File: src/rtl/tw_pkg.sv
package tw_pkg;
  localparam int BYTE_W = 8;
  localparam int CNT_W  = 4;

  typedef enum logic [2:0] {
    S_IDLE,
    S_DEV,
    S_DEV_ACK,
    S_REG,
    S_REG_ACK,
    S_DAT,
    S_DAT_ACK
  } tw_state_t;
endpackage

File: src/rtl/tw_line_filter.sv
module tw_line_filter #(
  parameter int SYNC_STAGES = 2,
  parameter int FILT_LEN    = 3
) (
  input  logic clk,
  input  logic rst,
  input  logic line_i,
  output logic line_o
);
  logic [SYNC_STAGES-1:0] sync_q;
  logic [FILT_LEN-1:0]    hist_q;

  // Synchronizer chain; idle bus level is high.
  always_ff @(posedge clk) begin
    if (rst) sync_q <= '1;
    else     sync_q <= {sync_q[SYNC_STAGES-2:0], line_i};
  end

  // Output follows only once FILT_LEN consecutive samples agree.
  always_ff @(posedge clk) begin
    if (rst) begin
      hist_q <= '1;
      line_o <= 1'b1;
    end else begin
      hist_q <= {hist_q[FILT_LEN-2:0], sync_q[SYNC_STAGES-1]};
      if (&hist_q)       line_o <= 1'b1;
      else if (~|hist_q) line_o <= 1'b0;
    end
  end
endmodule

File: src/rtl/tw_bus_events.sv
module tw_bus_events (
  input  logic clk,
  input  logic rst,
  input  logic scl_f,
  input  logic sda_f,
  output logic scl_rise,
  output logic scl_fall,
  output logic start_evt,
  output logic stop_evt
);
  logic scl_q, sda_q;

  always_ff @(posedge clk) begin
    if (rst) begin
      scl_q <= 1'b1;
      sda_q <= 1'b1;
    end else begin
      scl_q <= scl_f;
      sda_q <= sda_f;
    end
  end

  assign scl_rise  = scl_f & ~scl_q;
  assign scl_fall  = ~scl_f & scl_q;
  assign start_evt = scl_f & scl_q & sda_q & ~sda_f;
  assign stop_evt  = scl_f & scl_q & ~sda_q & sda_f;
endmodule

File: src/rtl/tw_write_fsm.sv
module tw_write_fsm
  import tw_pkg::*;
#(
  parameter logic [6:0] DEV_ADDR = 7'h1A,
  parameter int         REG_AW   = 8
) (
  input  logic              clk,
  input  logic              rst,
  input  logic              scl_f,
  input  logic              sda_f,
  input  logic              scl_rise,
  input  logic              scl_fall,
  input  logic              start_evt,
  input  logic              stop_evt,
  output logic              sda_drive_o,
  output logic [REG_AW-1:0] reg_addr_o,
  output logic [BYTE_W-1:0] reg_data_o,
  output logic              reg_wr_o
);
  tw_state_t          st;
  logic [CNT_W-1:0]   bit_cnt;
  logic [BYTE_W-1:0]  shreg;
  logic [BYTE_W-1:0]  dat_hold;
  logic [REG_AW-1:0]  ptr;
  logic               byte_done;
  logic               shifting;

  assign shifting  = (st == S_DEV) || (st == S_REG) || (st == S_DAT);
  assign byte_done = shifting && scl_fall && (bit_cnt == CNT_W'(BYTE_W));

  always_ff @(posedge clk) begin
    if (rst) begin
      st          <= S_IDLE;
      bit_cnt     <= '0;
      shreg       <= '0;
      dat_hold    <= '0;
      ptr         <= '0;
      sda_drive_o <= 1'b0;
      reg_addr_o  <= '0;
      reg_data_o  <= '0;
      reg_wr_o    <= 1'b0;
    end else begin
      reg_wr_o <= 1'b0;
      if (stop_evt) begin
        st          <= S_IDLE;
        bit_cnt     <= '0;
        sda_drive_o <= 1'b0;
      end else if (start_evt) begin
        st          <= S_DEV;
        bit_cnt     <= '0;
        sda_drive_o <= 1'b0;
      end else begin
        case (st)
          S_DEV, S_REG, S_DAT: begin
            if (scl_rise && bit_cnt < CNT_W'(BYTE_W)) begin
              shreg   <= {shreg[BYTE_W-2:0], sda_f};
              bit_cnt <= bit_cnt + 1'b1;
            end else if (byte_done) begin
              if (st == S_DEV) begin
                if (shreg[BYTE_W-1:1] == DEV_ADDR && !shreg[0]) begin
                  sda_drive_o <= 1'b1;
                  st          <= S_DEV_ACK;
                end else begin
                  st <= S_IDLE;
                end
              end else if (st == S_REG) begin
                ptr         <= REG_AW'(shreg);
                sda_drive_o <= 1'b1;
                st          <= S_REG_ACK;
              end else begin
                dat_hold    <= shreg;
                sda_drive_o <= 1'b1;
                st          <= S_DAT_ACK;
              end
            end
          end
          S_DEV_ACK, S_REG_ACK: begin
            if (scl_fall) begin
              sda_drive_o <= 1'b0;
              bit_cnt     <= '0;
              st          <= (st == S_DEV_ACK) ? S_REG : S_DAT;
            end
          end
          S_DAT_ACK: begin
            if (scl_fall) begin
              sda_drive_o <= 1'b0;
              bit_cnt     <= '0;
              reg_wr_o    <= 1'b1;
              reg_addr_o  <= ptr;
              reg_data_o  <= dat_hold;
              ptr         <= ptr + 1'b1;
              st          <= S_DAT;
            end
          end
          default: st <= S_IDLE;
        endcase
      end
    end
  end

  // strobe is a single system clock wide
  a_r5_strobe_single: assert property (@(posedge clk) disable iff (rst)
    reg_wr_o |=> !reg_wr_o);

  // strobe follows a cycle in which the acknowledge was being driven
  a_r5_strobe_after_ack: assert property (@(posedge clk) disable iff (rst)
    reg_wr_o |-> $past(sda_drive_o));

  // the drive enable moves only while the filtered clock is low
  a_r9_drive_scl_low: assert property (@(posedge clk) disable iff (rst)
    (sda_drive_o != $past(sda_drive_o)) |-> !scl_f);

  // a stop leaves the line released and the block idle
  a_r7_stop_idle: assert property (@(posedge clk) disable iff (rst)
    stop_evt |=> (!sda_drive_o && st == S_IDLE));

  // a read request is never acknowledged
  a_r3_no_ack_on_read: assert property (@(posedge clk) disable iff (rst)
    (st == S_DEV && byte_done && shreg[0] && !start_evt && !stop_evt) |=> !sda_drive_o);
endmodule

File: src/rtl/tw_reg_write_slave.sv
module tw_reg_write_slave #(
  parameter logic [6:0] DEV_ADDR    = 7'h1A,
  parameter int         SYNC_STAGES = 2,
  parameter int         FILT_LEN    = 3,
  parameter int         REG_AW      = 8
) (
  input  logic              clk,
  input  logic              rst,
  input  logic              scl_i,
  input  logic              sda_i,
  output logic              sda_drive_o,
  output logic [REG_AW-1:0] reg_addr_o,
  output logic [7:0]        reg_data_o,
  output logic              reg_wr_o
);
  localparam int N_LINES = 2;

  logic [N_LINES-1:0] raw_lines;
  logic [N_LINES-1:0] flt_lines;
  logic scl_rise, scl_fall, start_evt, stop_evt;

  assign raw_lines = {sda_i, scl_i};

  for (genvar g = 0; g < N_LINES; g++) begin : g_line
    tw_line_filter #(
      .SYNC_STAGES(SYNC_STAGES),
      .FILT_LEN   (FILT_LEN)
    ) u_filt (
      .clk   (clk),
      .rst   (rst),
      .line_i(raw_lines[g]),
      .line_o(flt_lines[g])
    );
  end

  tw_bus_events u_evt (
    .clk      (clk),
    .rst      (rst),
    .scl_f    (flt_lines[0]),
    .sda_f    (flt_lines[1]),
    .scl_rise (scl_rise),
    .scl_fall (scl_fall),
    .start_evt(start_evt),
    .stop_evt (stop_evt)
  );

  tw_write_fsm #(
    .DEV_ADDR(DEV_ADDR),
    .REG_AW  (REG_AW)
  ) u_fsm (
    .clk        (clk),
    .rst        (rst),
    .scl_f      (flt_lines[0]),
    .sda_f      (flt_lines[1]),
    .scl_rise   (scl_rise),
    .scl_fall   (scl_fall),
    .start_evt  (start_evt),
    .stop_evt   (stop_evt),
    .sda_drive_o(sda_drive_o),
    .reg_addr_o (reg_addr_o),
    .reg_data_o (reg_data_o),
    .reg_wr_o   (reg_wr_o)
  );
endmodule

File: config.mk
export PLATFORM = sky130hd
export DESIGN_NAME = tw_reg_write_slave
export DESIGN_NICKNAME = d
export VERILOG_FILES = /design/src/rtl/tw_pkg.sv /design/src/rtl/tw_line_filter.sv /design/src/rtl/tw_bus_events.sv /design/src/rtl/tw_write_fsm.sv /design/src/rtl/tw_reg_write_slave.sv
export SDC_FILE = /design/constraint.sdc
export NUM_CORES = 1
export LEC_CHECK = 0
export BUFFER_PORTS_ARGS = -buffer_cell sky130_fd_sc_hd__buf_2
export CORE_MARGIN = 8
export CORE_UTILIZATION = 45
export DETAILED_ROUTE_END_ITERATION = 10
export PLACE_DENSITY = 0.65
export SYNTH_ARGS = -nofsm -noshare
export SYNTH_HDL_FRONTEND = slang
export SYNTH_HIERARCHICAL = 1
export SYNTH_SLANG_ARGS = --single-unit
File: constraint.sdc
create_clock -name clk -period 1.9 [get_ports clk]
set_input_delay 0.285 -clock clk [delete_from_list [all_inputs] [get_ports clk]]
set_output_delay 0.285 -clock clk [all_outputs]
set_load 0.01 [all_outputs]
==> impl_metrics.env <==
export IMPL_end_kind="flip-flop"
export IMPL_synth_edff_count=0
export IMPL_fin_nets=335
export IMPL_cts_tree="yes"
export IMPL_r2r_setup_slack_ns=-0.03
export IMPL_nFillCells=523
export IMPL_cts_made_buffers=9
export IMPL_grt_pass1_vias=2042
export IMPL_grt_first_pass_wirelength_um=9270
export IMPL_insertedDiodeCount=0
export IMPL_async_flop_share=0
export IMPL_synthToLayoutAreaGrowth_pct=18.5
export IMPL_crit_path_max_fanout=8
export IMPL_worst_slew_pin_slew_ns=0.376
export IMPL_grt_overflow_total=0
export IMPL_final_cell_mix="dfxtp_1, nand2_1, nor2_1"
export IMPL_path_class="flip-flop to flip-flop"
export IMPL_timing_fmax_mhz=517
export IMPL_power_density_mw_per_mm2=790
export IMPL_hold_viol_final=0
export IMPL_synth_seq_area_share=0.494
export IMPL_timing_final_max_slew_violations=0
export IMPL_grt_max_degree=36
export IMPL_port_buffer_count=21
export IMPL_yosysWarnings=6
export IMPL_place_hpwl_um=3820
export IMPL_insertion_delay_ns=0.33
export IMPL_tns_ns=-0.101
export IMPL_start_kind="flip-flop"
export IMPL_cts_sinks=63
export IMPL_core_mm2=0.00551
export IMPL_drtPass1Iterations=4
export IMPL_rsz0062_at_grt="true"
export IMPL_clock_skew_ns=0.00500
export IMPL_clockBufferDepth=2
export IMPL_period_minus_slack_ns=1.93
export IMPL_synthFlopType="dfxtp_1"
export IMPL_ys_types=40
export IMPL_syn_instance_count=289
export IMPL_drtIter0Drc=158
export IMPL_clk_pin_slew_ns=0.06
export IMPL_grt_antenna_before_repair=0
export IMPL_dieHeight_um=91.3
export IMPL_root_buffer="clkbuf_8"
export IMPL_hold_end="g_line[0].u_filt/sync_q[0]"
export IMPL_num_rows=27
export IMPL_via_per_inst=5.39
export IMPL_num_vias=2178
export IMPL_pin_count=22
export IMPL_grt_usage=0.137
export IMPL_ant_nets=0
export IMPL_initial_utilization=0.463
export IMPL_final_common_cell="dfxtp_1"
export IMPL_finalSetupViolCount=8
export IMPL_fin_util=0.549
export IMPL_die_area_mm2=0.00833
export IMPL_fin_cells=404
export IMPL_status="finished, violations left"
export IMPL_syn_area_mm2=0.00255
export IMPL_setup_ws_ns=-0.0344
export IMPL_drive_gt1_frac=0.187
export IMPL_r2r_end="u_fsm/dat_hold[2]"
export IMPL_wl_um=5490
export IMPL_p_leak_nw=1.28
export IMPL_worst_r2r_cell_count=5
export IMPL_arrival_ns=2.15
export IMPL_drc=0
export IMPL_crit_required_ns=2.11
export IMPL_ys_ff_latch=63
export IMPL_globalplace_congestion=0.854
export IMPL_violations="negative setup slack"
export IMPL_worstHoldStart="scl_i"
export IMPL_placed_cells=388
export IMPL_cap_viol_max_count=0
export IMPL_whs_path_depth=2
export IMPL_peakVddDrop_v=0.000728
export IMPL_die_w_um=91.3
export IMPL_fin_crit_sh=1.02
export IMPL_h_tree_depth=3
export IMPL_syn_area_per_cell_um2=8.83
export IMPL_fin_worst_hold_slack_ns=0.130
export IMPL_hp_class="input port to flip-flop"
export IMPL_synth_nets=296
export IMPL_max_slew_margin=0.746
export IMPL_worst_r2r_startpoint="g_line[1].u_filt/line_o"
export IMPL_wl_per_cell_um=13.6
-- final cells by class --
cell class | instances | area (um^2) | area share
clock buffers | 12 | 155 | 0.0513
multi-input cells | 201 | 1190 | 0.392
clock inverters | 3 | 18.8 | 0.00621
inverters | 10 | 37.5 | 0.0124
well taps | 72 | 90.1 | 0.0298
repair buffers | 43 | 274 | 0.0906
flip-flops and latches | 63 | 1260 | 0.417
-- stage by stage --
| step | cell area [um^2] | worst slack (ns) | power (W) |
|---|---|---|---|
| final | 3020 | -0.0344 | 0.00239 |
| after global routing | 3020 | -0.108 | 0.00248 |
| after floorplan | 2550 | -0.0108 | 0.00138 |
| after global placement | 2830 | -0.00175 | 0.00139 |
| after detailed placement | 2830 | -0.0573 | 0.00139 |
| after CTS | 3020 | -0.0409 | 0.00243 |
-- sequential cells by signal (all words and copies together), names as in the netlist --
signal,flops
u_fsm/dat_hold,8
u_fsm/ptr,8
u_fsm/reg_addr_o,8
u_fsm/reg_data_o,8
u_fsm/shreg,8
g_line.u_filt/hist_q,6
g_line.u_filt/sync_q,4
u_fsm/bit_cnt,4
u_fsm/st,3
g_line.u_filt/line_o,2
u_evt/scl_q,1
u_evt/sda_q,1
u_fsm/reg_wr_o,1
u_fsm/sda_drive_o,1
-- routing by layer --
layer	part of all wire	wire, um	GRT usage
met1	0.47	2570	0.161
met2	0.45	2460	0.212
met3	0.053	292	0.0477
met4	0.030	164	0.0778
met5	0	0	0
-- how the worst max path moves through the flow --
stage	slack, ns	cells past startpoint	to	from
after floorplan	-0.01	6	u_fsm/dat_hold[0]	g_line[1].u_filt/line_o
final	-0.03	5	u_fsm/dat_hold[2]	g_line[1].u_filt/line_o
after global placement	-0.002	6	u_fsm/dat_hold[3]	g_line[1].u_filt/line_o
after detailed placement	-0.06	6	u_fsm/dat_hold[2]	g_line[1].u_filt/line_o
after CTS	-0.04	6	u_fsm/dat_hold[2]	g_line[1].u_filt/line_o
after global routing	-0.11	5	u_fsm/dat_hold[2]	g_line[1].u_filt/line_o
-- worst max-delay path, stage by stage, from the launching register on --
cell	delay (ns)
dfxtp_2	0.34
and4b_1	0.20
or4b_1	0.49
or4_4	0.53
mux2i_1	0.21
nor2_1	0.05
-- logic make-up after synthesis --
kind of cell,after synthesis,synth area share
buffers and inverters,25,0.0432
AOI/OAI and AO/OA,61,0.151
adders and majority gates,3,0.0147
muxes,17,0.0667
xor gates and xnor gates,1,0.00343
DFF,63,0.494
and+or+nand+nor,119,0.227
-- repair_timing --
action | 4_1_cts | 5_1_grt
hold endpoints to repair | 0 | 0
setup buffers | 1 | 1
pin swaps | 0 | 2
hold buffers | 0 | 0
endpoints found under the setup margin | 8 | 8
resized for setup | 1 | 7
-- cell usage after synthesis (3+ instances only) --
library cell,instances,area [um^2]
dfxtp_1,63,1260
nand2_1,43,161
nor2_1,28,105
a21oi_1,27,135
mux2i_1,17,170
clkbuf_1,12,45.0
inv_1,10,37.5
or2_1,8,50.1
and3_1,7,43.8
a31oi_1,6,37.5
nand3_1,6,30.0
nor3_1,6,30.0
o311ai_0,6,52.6
o21ai_0,5,25.0
o31ai_1,5,37.5
a311oi_1,3,26.3
and4b_1,3,30.0
ha_1,3,37.5
nor2b_1,3,18.8
nor4_1,3,18.8
-- report_power, final --
group / leakage, nW / total (W) / switching, W / internal (W)
clock network: 0.0922 / 0.00103 / 0.000492 / 0.000535
registers: 0.508 / 0.00133 / 0.00000168 / 0.00133
logic: 0.675 / 0.0000337 / 0.0000249 / 0.00000873
total: 1.28 / 0.00239 / 0.000519 / 0.00187
(Power assumes the default switching activity.)
